File: src/rtl/status_flags_pkg.sv
package status_flags_pkg;
  localparam int FLAG_W = 32;
  localparam int LEG_W  = 16;

  localparam int B_TF   = 8;
  localparam int B_IF   = 9;
  localparam int B_IOPL = 12;
  localparam int B_NT   = 14;
  localparam int B_RF   = 16;
  localparam int B_VM   = 17;
  localparam int B_AC   = 18;
  localparam int B_VIF  = 19;
  localparam int B_VIP  = 20;
  localparam int B_ID   = 21;

  localparam logic [FLAG_W-1:0] FIXED_ONES = 32'h0000_0002;
  localparam logic [FLAG_W-1:0] BASE_SUP   = 32'h0003_7fd5;
  localparam logic [FLAG_W-1:0] LEG_BASE   = 32'h0000_0dd5;

  typedef enum logic [1:0] {SRC_NONE, SRC_FULL, SRC_LEGACY} wr_src_e;

  function automatic logic [FLAG_W-1:0] supported_mask(input int level);
    logic [FLAG_W-1:0] m;
    m = BASE_SUP;
    if (level >= 4) begin
      m[B_ID] = 1'b1;
      m[B_AC] = 1'b1;
    end
    if (level >= 5) begin
      m[B_VIP] = 1'b1;
      m[B_VIF] = 1'b1;
    end
    return m;
  endfunction

  function automatic logic [FLAG_W-1:0] legacy_mask(input int level,
                                                    input logic iopl_en,
                                                    input logic if_en);
    logic [FLAG_W-1:0] m;
    m = LEG_BASE;
    if (level >= 3) begin
      m[B_NT] = 1'b1;
      if (iopl_en) m[B_IOPL+:2] = 2'b11;
    end
    if (if_en) m[B_IF] = 1'b1;
    return m;
  endfunction

  function automatic logic [FLAG_W-1:0] merge_bits(input logic [FLAG_W-1:0] old_v,
                                                   input logic [FLAG_W-1:0] new_v,
                                                   input logic [FLAG_W-1:0] mask);
    return (old_v & ~mask) | (new_v & mask);
  endfunction
endpackage

File: src/rtl/sf_write_select.sv
module sf_write_select
  import status_flags_pkg::*;
#(
  parameter int CPU_LEVEL = 5
) (
  input  logic                clk,
  input  logic                rst,
  input  logic                full_we,
  input  logic [FLAG_W-1:0]   full_data,
  input  logic [FLAG_W-1:0]   full_mask,
  input  logic                legacy_we,
  input  logic [LEG_W-1:0]    legacy_data,
  input  logic                legacy_iopl_en,
  input  logic                legacy_if_en,
  output logic                wr_any,
  output wr_src_e             wr_src,
  output logic [FLAG_W-1:0]   eff_data,
  output logic [FLAG_W-1:0]   eff_mask
);
  localparam logic [FLAG_W-1:0] SUP = supported_mask(CPU_LEVEL);

  always_comb begin
    wr_src   = SRC_NONE;
    eff_data = '0;
    eff_mask = '0;
    if (full_we) begin
      wr_src   = SRC_FULL;
      eff_data = full_data;
      eff_mask = full_mask & SUP;
    end else if (legacy_we) begin
      wr_src   = SRC_LEGACY;
      eff_data = {{(FLAG_W-LEG_W){1'b0}}, legacy_data};
      eff_mask = legacy_mask(CPU_LEVEL, legacy_iopl_en, legacy_if_en) & SUP;
    end
  end

  assign wr_any = (wr_src != SRC_NONE);


  legacy_upper_chk: assert property (@(posedge clk) disable iff (rst)
    (wr_src == SRC_LEGACY) |-> (eff_mask[FLAG_W-1:LEG_W] == '0));


  full_priority_chk: assert property (@(posedge clk) disable iff (rst)
    (full_we && legacy_we) |-> (wr_src == SRC_FULL));
endmodule

File: src/rtl/sf_side_effects.sv
module sf_side_effects
  import status_flags_pkg::*;
(
  input  logic                wr_any,
  input  logic                long_mode,
  input  logic [FLAG_W-1:0]   old_flags,
  input  logic [FLAG_W-1:0]   merged,
  output logic [FLAG_W-1:0]   next_flags,
  output logic                ev_inval,
  output logic                ev_async,
  output logic                ev_vm_err
);
  logic if_rise;

  always_comb begin
    next_flags = merged;
    if (long_mode) next_flags[B_VM] = 1'b0;
    next_flags = next_flags | FIXED_ONES;
  end

  assign if_rise   = next_flags[B_IF] & ~old_flags[B_IF];
  assign ev_inval  = wr_any & next_flags[B_RF];
  assign ev_async  = wr_any & (next_flags[B_TF] | if_rise);
  assign ev_vm_err = wr_any & long_mode & merged[B_VM];
endmodule

File: src/rtl/status_flags_unit.sv
module status_flags_unit
  import status_flags_pkg::*;
#(
  parameter int CPU_LEVEL = 5
) (
  input  logic        clk,
  input  logic        rst,
  input  logic        long_mode,
  input  logic        arith_defer,
  input  logic        full_we,
  input  logic [31:0] full_data,
  input  logic [31:0] full_mask,
  input  logic        legacy_we,
  input  logic [15:0] legacy_data,
  input  logic        legacy_iopl_en,
  input  logic        legacy_if_en,
  output logic [31:0] flags,
  output logic        prefetch_inval,
  output logic        async_event,
  output logic        align_recheck,
  output logic        mode_change,
  output logic        vm_long_err,
  output logic        lazy_pending
);
  localparam logic [FLAG_W-1:0] SUP = supported_mask(CPU_LEVEL);
  localparam logic [FLAG_W-1:0] CONST_BITS = ~SUP;

  logic              wr_any;
  wr_src_e           wr_src;
  logic [FLAG_W-1:0] eff_data, eff_mask, merged, next_flags;
  logic              ev_inval, ev_async, ev_vm_err;

  sf_write_select #(.CPU_LEVEL(CPU_LEVEL)) u_sel (
    .clk(clk), .rst(rst),
    .full_we(full_we), .full_data(full_data), .full_mask(full_mask),
    .legacy_we(legacy_we), .legacy_data(legacy_data),
    .legacy_iopl_en(legacy_iopl_en), .legacy_if_en(legacy_if_en),
    .wr_any(wr_any), .wr_src(wr_src), .eff_data(eff_data), .eff_mask(eff_mask)
  );

  assign merged = merge_bits(flags, eff_data, eff_mask);

  sf_side_effects u_fx (
    .wr_any(wr_any), .long_mode(long_mode),
    .old_flags(flags), .merged(merged), .next_flags(next_flags),
    .ev_inval(ev_inval), .ev_async(ev_async), .ev_vm_err(ev_vm_err)
  );

  always_ff @(posedge clk) begin
    if (rst) begin
      flags          <= FIXED_ONES;
      prefetch_inval <= 1'b0;
      async_event    <= 1'b0;
      align_recheck  <= 1'b0;
      mode_change    <= 1'b0;
      vm_long_err    <= 1'b0;
      lazy_pending   <= 1'b0;
    end else begin
      if (wr_any) flags <= next_flags;
      prefetch_inval <= ev_inval;
      async_event    <= ev_async;
      align_recheck  <= wr_any;
      mode_change    <= wr_any;
      vm_long_err    <= ev_vm_err;
      if (wr_any)           lazy_pending <= 1'b0;
      else if (arith_defer) lazy_pending <= 1'b1;
    end
  end


  reserved_bits_chk: assert property (@(posedge clk) disable iff (rst)
    ((flags & CONST_BITS) == FIXED_ONES));


  unsupported_stable_chk: assert property (@(posedge clk) disable iff (rst)
    full_we |=> ((flags & CONST_BITS) == ($past(flags) & CONST_BITS)));


  long_vm_clear_chk: assert property (@(posedge clk) disable iff (rst)
    (wr_any && long_mode) |=> !flags[B_VM]);


  if_rise_async_chk: assert property (@(posedge clk) disable iff (rst)
    (wr_any && !flags[B_IF] && merged[B_IF]) |=> async_event);


  write_strobe_chk: assert property (@(posedge clk) disable iff (rst)
    wr_any |=> (align_recheck && mode_change));


  lazy_clear_chk: assert property (@(posedge clk) disable iff (rst)
    wr_any |=> !lazy_pending);


  idle_quiet_chk: assert property (@(posedge clk) disable iff (rst)
    !wr_any |=> ($stable(flags) && !prefetch_inval && !async_event &&
                 !align_recheck && !mode_change && !vm_long_err));
endmodule

File: config.mk
export PLATFORM = sky130hd
export DESIGN_NAME = status_flags_unit
export DESIGN_NICKNAME = d
export VERILOG_FILES = /design/src/rtl/status_flags_pkg.sv /design/src/rtl/sf_write_select.sv /design/src/rtl/sf_side_effects.sv /design/src/rtl/status_flags_unit.sv
export SDC_FILE = /design/constraint.sdc
export NUM_CORES = 1
export LEC_CHECK = 0
export BUFFER_PORTS_ARGS = -buffer_cell sky130_fd_sc_hd__buf_4
export CAP_MARGIN = 20
export CORE_MARGIN = 8
export CORE_UTILIZATION = 30
export DETAILED_ROUTE_END_ITERATION = 6
export PLACE_DENSITY = 0.69
export RECOVER_POWER = 100
export SLEW_MARGIN = 20
export SYNTH_ARGS = -nofsm -noshare
export SYNTH_HDL_FRONTEND = slang
export SYNTH_SLANG_ARGS = --single-unit
File: constraint.sdc
create_clock -name clk -period 0.8 [get_ports clk]
set_input_delay 0.04 -clock clk [delete_from_list [all_inputs] [get_ports clk]]
set_output_delay 0.04 -clock clk [all_outputs]
set_load 0.01 [all_outputs]
==> impl_metrics.toml, run 1 <==
[final_layout]
final_nets = 312
num_antenna_cells = 0
fillers = 433
final_area_um2 = 1970
seq_area_um2 = 465
drive_gt1_share_pct = 52.5
layout.cells.non_filler = 275
area_growth_pct = 50.2
multi_input_area_um2 = 708

[route]
drt_iter0_markers = 24
vias = 1232
drt_pass1_iterations = 4
antenna_left = 0
routedWlPerCell_um = 13.4
vias_per_cell = 4.48
wl_um = 3680
drc = 0

[hold_path]
holdPathEnd = "flags[16]"
hold_start = "full_data[16]"
holdPathStages = 3
hold_class = "input port to flop"

[setup_path]
start_kind = "flop"
rrSetupSlack_ns = 0.001
path_class = "flop to flop"
cpPeakStageDelay_ns = 0.33
worstPathMaxFanout = 3
worstPathCellList = "mux2i_1 > o2bb2ai_1 > a21boi_1"
arrival_ns = 0.95
crit_path_end_kind = "flop"
worst_r2r_endpoint = "async_event"
r2r_cells = 3
slowest_stage = "dfxtp_2"
required_ns = 0.96
r2r_start = "flags[8]"

[die]
die_x_um = 82.1
io-pin-count = 126
fp.dieH_um = 82.1
rows = 24
fp.coreArea_um2 = 4290
start_util_pct = 30.5
die_area_um2 = 6740

[power]
p_per_area_nw_per_um2 = 1420
total_power_mw = 2.79
power.leakage_nw = 0.901
ir_drop_mv = 0.684

[place]
place_area_um2 = 1910
dp_cells = 272
port_buffers = 79
routabilityCongestion = 0.766
post-dp-hpwl_um = 3040
dp_slack_ns = -0.128

[timing]
fin_skew_ns = 0.00146
setup_viol = 0
hold_ws_ns = 0.0331
worst_slack_ns = 0.00131
maxSlewViolCount = 0
finalHoldViolCount = 0
rsz0062_at_grt = "true"
fmax_ghz = 1.25
fin_crit_sh_pct = 99.8
period_needed_ns = 0.799

[clock_tree]
cts-root-buf = "clkbuf_8"
cts_buffers = 3
cts.path.max_buffers = 2
cts_max_level = 1
post_cts_buffers = 0
cts_tree = "built"
clock_latency_ns = 0.26
clk_pin_slew_ns = 0.09
clock-sinks = 23

[synthesis]
synth.avg_cell_area_um2 = 9.04
ys_ff_latch = 23
synthArstFlopShare_pct = 0
netlist_area_um2 = 1310
yosys-top-cells-count = "dfxtp_1 (23), nand2_1 (21), a21oi_1 (19)"
synth_top_area_share_pct = 35.1
yosysMostFrequentCell = "dfxtp_1"
ys_warn_count = 0
syn_inst = 145
synth_top_flop_cell = "dfxtp_1"
synth_area_leaders = "dfxtp_1 (35%), buf_4 (9.7%), a211oi_2 (8.6%)"
synth_area_leader_cell = "dfxtp_1"
synth_seq_area_share_pct = 35.1
yosysUniqueCellTypes = 33
synth_edf_count = 0

[global_routing]
grt_pass1_wl_um = 5870
antenna_found_initial = 0
overflow = 0
grt_max_degree = 19
first_global_vias = 1293
grt_usage_pct = 10.9

[outcome]
status = "finished clean"

[job]
drv_cap = 0
placed cells by master (no fill, tap or decap):
master	Yosys	layout
a211oi_1	0	1
a211oi_2	9	8
a21bo_2	1	1
a21boi_1	1	1
a21o_1	1	1
a21oi_1	19	18
a21oi_2	0	1
buf_12	1	2
buf_4	17	74
buf_6	2	6
clkbuf_2	0	2
clkbuf_4	0	1
clkbuf_8	0	3
clkinv_2	0	1
conb_1	2	14
dfxtp_1	23	19
dfxtp_2	0	4
inv_1	1	1
mux2_2	1	1
mux2i_1	2	2
nand2_1	21	21
nand2b_1	3	3
nand2b_4	1	1
nand3_1	5	5
nand3b_1	1	1
nor2_1	7	7
nor3_1	4	4
nor3_2	1	1
nor4_2	2	2
o2111ai_1	1	1
o21ai_0	1	1
o21ai_1	1	1
o22ai_2	9	9
o2bb2ai_1	1	1
or2_0	1	1
or2_1	1	1
or2b_1	2	2
final cells by class:
class | count | area share, %
inverter | 1 | 0.191
multi-input combinational | 110 | 36.0
tap | 52 | 3.30
clock inverter | 1 | 0.254
clock buffer | 3 | 2.10
sequential | 23 | 23.6
timing repair buffer | 85 | 34.6
per-layer routing:
layer,track usage [%],routed length (µm),up-vias
li1,-,-,640
met1,11.4,1390,539
met2,19.5,1850,53
met3,4.11,444,0
met4,3.86,0,0
met5,0,0,-
critical path: cells and delay by family (launching register included):
family	cells	cell delay [ns]
compound gates	2	0.22
flops	1	0.33
mux	1	0.13
where the power goes:
group | switching, mW | internal, mW
combinational | 0.351 | 0.442
sequential | 0.0432 | 1.23
clock | 0.383 | 0.348
per-stage QoR:
step | setup TNS, ns | utilization, %
final | 0 | 45.9
after global routing | -0.315 | 45.9
after CTS | 0 | 45.6
after detailed placement | -1.34 | 44.5
after global placement | -1.03 | 44.5
after floorplan | 0 | -
worst max path at each step:
stage | startpoint | end | slack (ns) | cells past startpoint
finish | flags[8] | async_event | 0.001 | 3
global route | flags[8] | async_event | -0.05 | 3
CTS | flop | flags[13] | 0.002 | 1
detailed placement | full_we | flop | -0.13 | 5
global placement | full_we | async_event | -0.1 | 5
floorplan | flags[17] | vm_long_err | 0.04 | 2
timing repair:
action,CTS,global route
resized for setup,5,17
hold buffers,0,0
endpoints found under the setup margin,5,18
cell families (layout without fill, tap and decap cells):
family,count (synthesis),count (layout),share of synthesized area [%]
buffers and inverters,24,90,14.2
other,2,14,0.573
DFF,23,23,35.1
AOI/OAI and AO/OA,44,44,28.4
muxes,3,3,2.39
and+or+nand+nor,49,49,19.3
Power figures use the tool's default switching activity.
==> run 2, diff against run 1 <==
CORE_UTILIZATION = 33   (was 30)
PLACE_DENSITY = 0.75   (was 0.69)
==> impl_metrics.toml, run 2 (synthesis results as in run 1) <==
[place]
place_area_um2 = 1900
post-dp-hpwl_um = 3100
routabilityCongestion = 0.749
port_buffers = 79

[power]
p_int_mw = 2.02
p_per_area_nw_per_um2 = 1420
seqPwrFrac_pct = 45.6
power.leakage_nw = 0.905
swShare_pct = 27.9
clkPwrFrac_pct = 26.0
ir_drop_mv = 1.07
total_power_mw = 2.81
p_sw_uw = 781
pwr-share-comb_pct = 28.4

[global_routing]
first_global_vias = 1324
grt_max_degree = 20
grtUsageMet1_pct = 11.7
overflow = 0
antenna_found_initial = 0
grt_usage_pct = 11.6
grtUsageMet2_pct = 20.9
grt_pass1_wl_um = 6000
grt_busiest_layer = "met2"
grt.met3_usage_pct = 6.43

[job]
drv_cap = 0

[setup_path]
required_ns = 0.96
arrival_ns = 0.95
crit_path_end_kind = "flop"
r2r_start = "flags[8]"
rrSetupSlack_ns = 0.01
r2r_cells = 3
worst_r2r_endpoint = "async_event"
start_kind = "flop"
path_class = "flop to flop"
worstPathMaxFanout = 3

[clock_tree]
cts-root-buf = "clkbuf_8"
cts_max_level = 1
hold_buffers = 0
clk_pin_slew_ns = 0.09
cts_buffers = 3
post_cts_buffers = 0
cts_tree = "built"
cts.path.max_buffers = 2
clock_latency_ns = 0.26
clock-sinks = 23

[die]
die_area_um2 = 6250
fp.coreArea_um2 = 3910
die_x_um = 79.0
rows = 23
io-pin-count = 126
fp.dieH_um = 79.0
start_util_pct = 33.5

[final_layout]
area_growth_pct = 50.9
drive_gt1_share_pct = 58.3
seq_area_um2 = 482
num_antenna_cells = 0
post-route-util_pct = 50.5
layout_common_cells = "buf_4 (80), nand2_1 (21), a21oi_1 (19)"
fillers = 395
mostFrequentLayoutCell = "buf_4"
multi_input_area_um2 = 709
final_area_um2 = 1980
final_nets = 312

[route]
wl_um = 3840
vias_per_cell = 4.66
routedWlPerCell_um = 14.1
drt_iter0_markers = 34
antenna_left = 0
vias = 1271
drt_pass1_iterations = 4
drc = 0

[timing]
fin_skew_ns = 0.00470
finalHoldViolCount = 0
fmax_ghz = 1.27
period_needed_ns = 0.787
maxSlewViolCount = 0
setup_viol = 0
hold_ws_ns = 0.0270
rsz0062_at_grt = "true"
fin_crit_sh_pct = 98.4

[hold_path]
hold_class = "input port to flop"
holdPathStages = 3
hold_start = "arith_defer"
holdPathEnd = "lazy_pending"

[outcome]
status = "finished clean"
[run 2: area by class of cell]
class | count | share of cell area (%)
clock inverters | 1 | 0.253
repair buffers | 85 | 34.1
multi-input cells | 110 | 35.9
well taps | 50 | 3.16
inverters | 1 | 0.190
flip-flops and latches | 23 | 24.4
clock buffers | 3 | 2.09
[run 2: worst max path at each step]
stage,startpoint,end,slack (ns),depth (start not counted)
finish,flags[8],async_event,0.01,3
global route,flags[8],async_event,-0.06,3
CTS,flags[8],flags[8],0.004,1
detailed placement,full_we,flop,-0.13,5
global placement,full_we,flags[9],-0.10,4
floorplan,flags[17],vm_long_err,0.04,2
[run 2: power groups by stage]
| stage | combinational (mW) | clock [mW] | sequential (mW) |
|---|---|---|---|
| 2_1_floorplan | 0.395 | 0 | 1.32 |
| 3_3_place_gp | 0.788 | 0 | 1.29 |
| 3_5_place_dp | 0.797 | 0 | 1.29 |
| 4_1_cts | 0.800 | 0.771 | 1.27 |
| 5_1_grt | 0.871 | 0.814 | 1.29 |
| 6_report | 0.798 | 0.730 | 1.28 |
[run 2: what timing repair did]
action	in CTS	in global routing
endpoints found under the setup margin	4	19
resized for setup	4	16
endpoints found under the hold margin	0	0
[run 2: stage by stage]
| stage | worst slack, ns | TNS, ns | instances |
|---|---|---|---|
| floorplan | 0.0354 | 0 | 157 |
| detailed placement | -0.133 | -1.41 | 269 |
| CTS | 0.00362 | 0 | 273 |
| global route | -0.0568 | -0.0758 | 273 |
| finish | 0.0132 | 0 | 273 |
| global placement | -0.103 | -1.08 | 269 |
[run 2: metal layers]
layer | vias to the layer above | part of all wire [%]
met1 | 581 | 37
met5 | - | 0
met2 | 50 | 51
met3 | 2 | 12
li1 | 638 | -
met4 | 0 | 0.44
[run 2: critical path: stages (launching register included)]
cell and delay (ns):
dfxtp_2 0.34, mux2i_1 0.13, o2bb2ai_1 0.13, a21boi_1 0.07
